File: src/rtl/sbm_pkg.sv
package sbm_pkg;
  typedef enum logic [1:0] {
    ST_IDLE,
    ST_SETUP,
    ST_WAIT_HI,
    ST_WAIT_LO
  } sbmState_t;

  typedef struct packed {
    logic loadCmd;
    logic reqAssert;
    logic reqRelease;
    logic capture;
    logic waitCount;
    logic flagDone;
    logic flagErr;
  } sbmStrobes_t;
endpackage

File: src/rtl/sbm_datapath.sv
module sbm_datapath
  import sbm_pkg::*;
#(
  parameter int ADDR_W = 16,
  parameter int DATA_W = 8,
  parameter int TMO_W = 16,
  parameter int SYNC_STAGES = 2
) (
  input  logic              clk,
  input  logic              rstN,
  input  sbmStrobes_t       strobes,
  input  logic              cmdRead,
  input  logic [ADDR_W-1:0] cmdAddr,
  input  logic [DATA_W-1:0] cmdWdata,
  input  logic [TMO_W-1:0]  timeoutLimit,
  input  logic              busAck,
  input  logic [DATA_W-1:0] busDataIn,
  output logic [ADDR_W-1:0] busAddr,
  output logic              busRnW,
  output logic              busReqN,
  output logic [DATA_W-1:0] busDataOut,
  output logic              busDataOe,
  output logic [DATA_W-1:0] rdData,
  output logic              done,
  output logic              timeoutErr,
  output logic              ackSeen,
  output logic              timedOut
);
  localparam int SYNC_MSB = SYNC_STAGES - 1;

  logic [SYNC_MSB:0] ackPipe;
  logic [TMO_W-1:0]  waitCnt;

  generate
    if (SYNC_STAGES > 1) begin : g_chain
      always_ff @(posedge clk or negedge rstN) begin
        if (!rstN) ackPipe <= '0;
        else       ackPipe <= {ackPipe[SYNC_MSB-1:0], busAck};
      end
    end else begin : g_single
      always_ff @(posedge clk or negedge rstN) begin
        if (!rstN) ackPipe <= '0;
        else       ackPipe <= busAck;
      end
    end
  endgenerate

  assign ackSeen  = ackPipe[SYNC_MSB];
  assign timedOut = (waitCnt == timeoutLimit);

  always_ff @(posedge clk or negedge rstN) begin
    if (!rstN) begin
      busAddr    <= '0;
      busRnW     <= 1'b1;
      busDataOut <= '0;
      busDataOe  <= 1'b0;
      busReqN    <= 1'b1;
    end else begin
      if (strobes.loadCmd) begin
        busAddr    <= cmdAddr;
        busRnW     <= cmdRead;
        busDataOut <= cmdWdata;
        busDataOe  <= !cmdRead;
      end else if (strobes.reqRelease) begin
        busDataOe  <= 1'b0;
      end
      if (strobes.reqAssert)       busReqN <= 1'b0;
      else if (strobes.reqRelease) busReqN <= 1'b1;
    end
  end

  always_ff @(posedge clk or negedge rstN) begin
    if (!rstN)                                       waitCnt <= '0;
    else if (strobes.reqAssert || strobes.reqRelease) waitCnt <= '0;
    else if (strobes.waitCount)                       waitCnt <= waitCnt + 1'b1;
  end

  always_ff @(posedge clk or negedge rstN) begin
    if (!rstN) begin
      rdData     <= '0;
      done       <= 1'b0;
      timeoutErr <= 1'b0;
    end else begin
      if (strobes.capture) rdData <= busDataIn;
      done       <= strobes.flagDone;
      timeoutErr <= strobes.flagErr;
    end
  end
endmodule

File: src/rtl/sbm_control.sv
module sbm_control
  import sbm_pkg::*;
(
  input  logic        clk,
  input  logic        rstN,
  input  logic        cmdStart,
  input  logic        isRead,
  input  logic        ackSeen,
  input  logic        timedOut,
  output sbmStrobes_t strobes
);
  sbmState_t state, nextState;

  always_ff @(posedge clk or negedge rstN) begin
    if (!rstN) state <= ST_IDLE;
    else       state <= nextState;
  end

  always_comb begin
    strobes   = '0;
    nextState = state;
    unique case (state)
      ST_IDLE: begin
        if (cmdStart) begin
          strobes.loadCmd = 1'b1;
          nextState       = ST_SETUP;
        end
      end
      ST_SETUP: begin
        strobes.reqAssert = 1'b1;
        nextState         = ST_WAIT_HI;
      end
      ST_WAIT_HI: begin
        strobes.waitCount = 1'b1;
        if (ackSeen) begin
          strobes.reqRelease = 1'b1;
          strobes.capture    = isRead;
          nextState          = ST_WAIT_LO;
        end else if (timedOut) begin
          strobes.reqRelease = 1'b1;
          strobes.flagErr    = 1'b1;
          nextState          = ST_IDLE;
        end
      end
      ST_WAIT_LO: begin
        strobes.waitCount = 1'b1;
        if (!ackSeen) begin
          strobes.flagDone = 1'b1;
          nextState        = ST_IDLE;
        end else if (timedOut) begin
          strobes.flagErr = 1'b1;
          nextState       = ST_IDLE;
        end
      end
      default: nextState = ST_IDLE;
    endcase
  end
endmodule

File: src/rtl/strobe_bus_master.sv
module strobe_bus_master
  import sbm_pkg::*;
#(
  parameter int ADDR_W = 16,
  parameter int DATA_W = 8,
  parameter int TMO_W = 16
) (
  input  logic              clk,
  input  logic              rstN,
  input  logic              cmdStart,
  input  logic              cmdRead,
  input  logic [ADDR_W-1:0] cmdAddr,
  input  logic [DATA_W-1:0] cmdWdata,
  input  logic [TMO_W-1:0]  timeoutLimit,
  output logic [DATA_W-1:0] rdData,
  output logic              done,
  output logic              timeoutErr,
  output logic [ADDR_W-1:0] busAddr,
  output logic              busRnW,
  output logic              busReqN,
  output logic [DATA_W-1:0] busDataOut,
  output logic              busDataOe,
  input  logic [DATA_W-1:0] busDataIn,
  input  logic              busAck
);
  sbmStrobes_t strobes;
  logic        ackSeen;
  logic        timedOut;

  sbm_control u_ctrl (
    .clk      (clk),
    .rstN     (rstN),
    .cmdStart (cmdStart),
    .isRead   (busRnW),
    .ackSeen  (ackSeen),
    .timedOut (timedOut),
    .strobes  (strobes)
  );

  sbm_datapath #(
    .ADDR_W      (ADDR_W),
    .DATA_W      (DATA_W),
    .TMO_W       (TMO_W),
    .SYNC_STAGES (2)
  ) u_dp (
    .clk          (clk),
    .rstN         (rstN),
    .strobes      (strobes),
    .cmdRead      (cmdRead),
    .cmdAddr      (cmdAddr),
    .cmdWdata     (cmdWdata),
    .timeoutLimit (timeoutLimit),
    .busAck       (busAck),
    .busDataIn    (busDataIn),
    .busAddr      (busAddr),
    .busRnW       (busRnW),
    .busReqN      (busReqN),
    .busDataOut   (busDataOut),
    .busDataOe    (busDataOe),
    .rdData       (rdData),
    .done         (done),
    .timeoutErr   (timeoutErr),
    .ackSeen      (ackSeen),
    .timedOut     (timedOut)
  );
endmodule

File: config.mk
export PLATFORM = sky130hd
export DESIGN_NAME = strobe_bus_master
export DESIGN_NICKNAME = d
export VERILOG_FILES = /design/src/rtl/sbm_pkg.sv /design/src/rtl/sbm_datapath.sv /design/src/rtl/sbm_control.sv /design/src/rtl/strobe_bus_master.sv
export SDC_FILE = /design/constraint.sdc
export NUM_CORES = 1
export LEC_CHECK = 0
export ABC_CLOCK_PERIOD_IN_PS = 2200
export BUFFER_PORTS_ARGS = -buffer_cell sky130_fd_sc_hd__buf_2
export CAP_MARGIN = 10
export CORE_UTILIZATION = 45
export CTS_CLUSTER_SIZE = 30
export DETAILED_ROUTE_END_ITERATION = 16
export PLACE_DENSITY_LB_ADDON = 0.05
export SETUP_SLACK_MARGIN = 0.3
export SYNTH_ARGS = -nofsm -noshare
export SYNTH_HDL_FRONTEND = slang
export SYNTH_HIERARCHICAL = 1
export SYNTH_SLANG_ARGS = --single-unit
File: constraint.sdc
create_clock -name clk -period 2.2 [get_ports clk]
set_input_delay 0.22 -clock clk [delete_from_list [all_inputs] [get_ports clk]]
set_output_delay 0.22 -clock clk [all_outputs]
set_load 0.05 [all_outputs]
==> flow_metrics.env <==
export IMPL_clkPwrFrac_pct=22.6
export IMPL_slew_violations=0
export IMPL_yosys_warnings=6
export IMPL_fmax_mhz=517
export IMPL_syn_inst=206
export IMPL_peakVddDrop_v=0.00104
export IMPL_swShare_pct=43.3
export IMPL_start_util_pct=46.9
export IMPL_antenna_left=0
export IMPL_ys_seq_elements=57
export IMPL_hold_viol=0
export IMPL_cp_required_ns=2.41
export IMPL_finalPower_w=0.00532
export IMPL_synth_cell_types=35
export IMPL_timing_slew_headroom_pct=64.9
export IMPL_synth_xor_area_share_pct=9.51
export IMPL_clockBufferDepth=2
export IMPL_die_area_um2=6040
export IMPL_drtIter0Drc=52
export IMPL_wirelength_um=5110
export IMPL_gp_congestion=0.773
export IMPL_cap_violations=0
export IMPL_antenna_found_initial=0
export IMPL_grt_pass1_vias=1875
export IMPL_vias=1902
export IMPL_synth_mux_area_share_pct=15.2
export IMPL_overflow=0
export IMPL_synth_simple_area_share_pct=13.8
export IMPL_power_density_nw_per_um2=1510
export IMPL_ys_seq_area_share_pct=55.4
export IMPL_layout_worst_path_cycle_share_pct=87.8
export IMPL_fillers=449
export IMPL_drive_gt1_share_pct=56.7
export IMPL_grt_use_total_pct=18.2
export IMPL_clk_latency_ns=0.32
export IMPL_hold_path_class="input port to flop"
export IMPL_grt_first_pass_wirelength_um=8360
export IMPL_cts_tree="done"
export IMPL_tns_ns=0
export IMPL_outcome="finished clean"
export IMPL_port_buffers=89
export IMPL_arrival_ns=2.14
export IMPL_synthFlopType="dfrtp_1"
export IMPL_path_class="flop to flop"
export IMPL_worst_slew_pin_slew_ns=0.526
export IMPL_p_comb_share_pct=46.1
export IMPL_synth_area_per_cell_um2=12.5
export IMPL_synth_fa_ha_area_share_pct=0.485
export IMPL_synth_edf_count=0
export IMPL_drc=0
export IMPL_cts_sinks=57
export IMPL_core_rowCount=27
export IMPL_dp_hpwl_um=3560
export IMPL_drt_pass1_iterations=4
export IMPL_rsz0062_at_grt="true"
export IMPL_synth_compound_area_share_pct=2.47
export IMPL_wl_per_cell_um=13.0
export IMPL_core_um2=5510
export IMPL_htreeDepth=3
export IMPL_p_leak_nw=1.64
export IMPL_crit_path_start_kind="flop"
export IMPL_numCtsBuffers=9
export IMPL_cp_max_fo=4
export IMPL_pwr_share_seq_pct=31.3
export IMPL_fin_skew_ns=0.00885
export IMPL_vias_per_cell=4.84
export IMPL_crit_path_end_kind="flop"
export IMPL_min_period_ns=1.93
export IMPL_n_antenna_cell=0
export IMPL_p_int_w=0.00302
export IMPL_syn_nets=260
export IMPL_fin_nets=370
export IMPL_synthesis_area_um2=2580
export IMPL_fp_dieW_um=77.7
export IMPL_setup_violations_final=0
export IMPL_grt_max_degree=36
export IMPL_die_h_um=77.7
export IMPL_root_buffer="clkbuf_8"
export IMPL_synthArstFlopShare_pct=100
export IMPL_synth_top_family_by_area="multiplexers"
export IMPL_io_pins=90
export IMPL_path_clk_slew_ns=0.07
export IMPL_switchingPower_w=0.00231
export IMPL_layout_area_overhead_vs_synth_pct=36.7
==> final timing paths <==
kind	cells past startpoint	slack (ns)	start	to
max in group asynchronous	3	1.16	rstN	u_dp/busRnW
max reg2reg	8	0.27	u_dp/waitCnt[9]	u_dp/waitCnt[14]
min reg2reg	0	0.36	u_dp/ackPipe[0]	u_dp/ackPipe[1]
min in group asynchronous	2	0.40	rstN	u_dp/waitCnt[10]
min	2	0.08	cmdRead	u_dp/busDataOe
max	8	0.27	u_dp/waitCnt[9]	u_dp/waitCnt[14]
==> cells by family (layout without fill, tap and decap cells) <==
logic type | count (synthesis) | in the layout
DFF | 57 | 57
xor gates and xnor gates | 28 | 28
and+or+nand+nor | 60 | 60
adders and majority gates | 1 | 1
buffers and inverters | 16 | 131
muxes | 35 | 35
AOI/OAI and AO/OA | 9 | 9
==> cell usage after synthesis (all sizes together) (3+ instances only) <==
cell    instances  share of area, %
a21oi           3              0.58
a31o            3               1.0
buf             5               1.5
clkbuf          6              0.92
dfrtp          55                53
inv             5              0.73
mux2           34                15
nand2           6              0.87
nand3           5               1.5
nand4           9               2.4
nor2           21               3.1
nor3            3              0.58
nor4            4               1.6
xnor2          25               8.5
xor2            3               1.0
==> power by group through the flow <==
| stage | registers, W | logic, W | clock network [W] |
|---|---|---|---|
| after floorplan | 0.00283 | 0.000736 | 0 |
| after global placement | 0.00169 | 0.00235 | 0 |
| after detailed placement | 0.00170 | 0.00237 | 0 |
| after CTS | 0.00167 | 0.00244 | 0.00123 |
| after global routing | 0.00172 | 0.00259 | 0.00127 |
| final | 0.00167 | 0.00246 | 0.00120 |
==> layout by cell type (no fill, tap or decap), types with 3 or more instances in the layout <==
cell type / synthesis / final
buf_2: 3 / 89
nor3_1: 3 / 3
nand3_1: 4 / 4
xnor2_1: 25 / 22
a31o_2: 3 / 3
mux2_2: 34 / 34
dfrtp_2: 0 / 8
buf_4: 0 / 17
xor2_1: 3 / 3
xnor2_2: 0 / 3
dfrtp_1: 55 / 47
clkbuf_8: 0 / 10
inv_1: 5 / 5
nand4_1: 8 / 8
nand2_1: 6 / 6
bufinv_16: 0 / 3
nor2_1: 21 / 21
==> critical path, cell delays in order, from the launching register on <==
cell and delay, ns:
dfrtp_2 0.43, xnor2_2 0.13, nand4_1 0.14, nor4_2 0.34, nor2_1 0.10, nor3b_2 0.21, or2_4 0.17, nor2_1 0.04
mux2_2 0.25
==> per-layer routing <==
metal  part of all wire, %  track usage, %  vias to the layer above
li1                      -               -                      931
met5                     0               0                        -
met1                    47            23.6                      893
met2                    46            27.6                       70
met4                   1.4            10.2                        0
met3                   6.2            4.82                        8
==> stage by stage <==
step           instance area (um^2)  util [%]  worst slack (ns)  hold WS [ns]  instances
3_3_place_gp                   3130      56.9             0.233         0.238        363
6_report                       3530      64.1             0.268        0.0835        393
5_1_grt                        3530      64.1             0.134        0.0840        393
3_5_place_dp                   3130      56.9             0.193         0.229        363
4_1_cts                        3470      63.0             0.267        0.0718        388
2_1_floorplan                  2610         -             0.186       -0.0756        206
==> what timing repair did <==
item / CTS / global route
cloned: 0 / 0
setup endpoints to repair: 10 / 18
hold buffers: 2 / 0
resized for setup: 5 / 7
endpoints found under the hold margin: 23 / 0
buffers inserted: 7 / 5
pin swaps: 10 / 1
==> flip-flops by register name, indices dropped and copies added (netlist names), 2 cells and up <==
register         count
u_dp/busAddr        16
u_dp/waitCnt        16
u_dp/busDataOut      8
u_dp/rdData          8
u_dp/ackPipe         2
u_ctrl/state         2
==> final cells by class <==
cell class / instances / area, um^2 / share of cell area [%]
inverter: 5 / 18.8 / 0.532
clock buffer: 12 / 145 / 4.11
timing repair buffer: 110 / 624 / 17.7
multi-input combinational: 133 / 1110 / 31.5
sequential: 57 / 1440 / 40.8
clock inverter: 4 / 98.8 / 2.80
tap: 72 / 90.1 / 2.55
No activity file was read; power rests on OpenSTA's default activity.
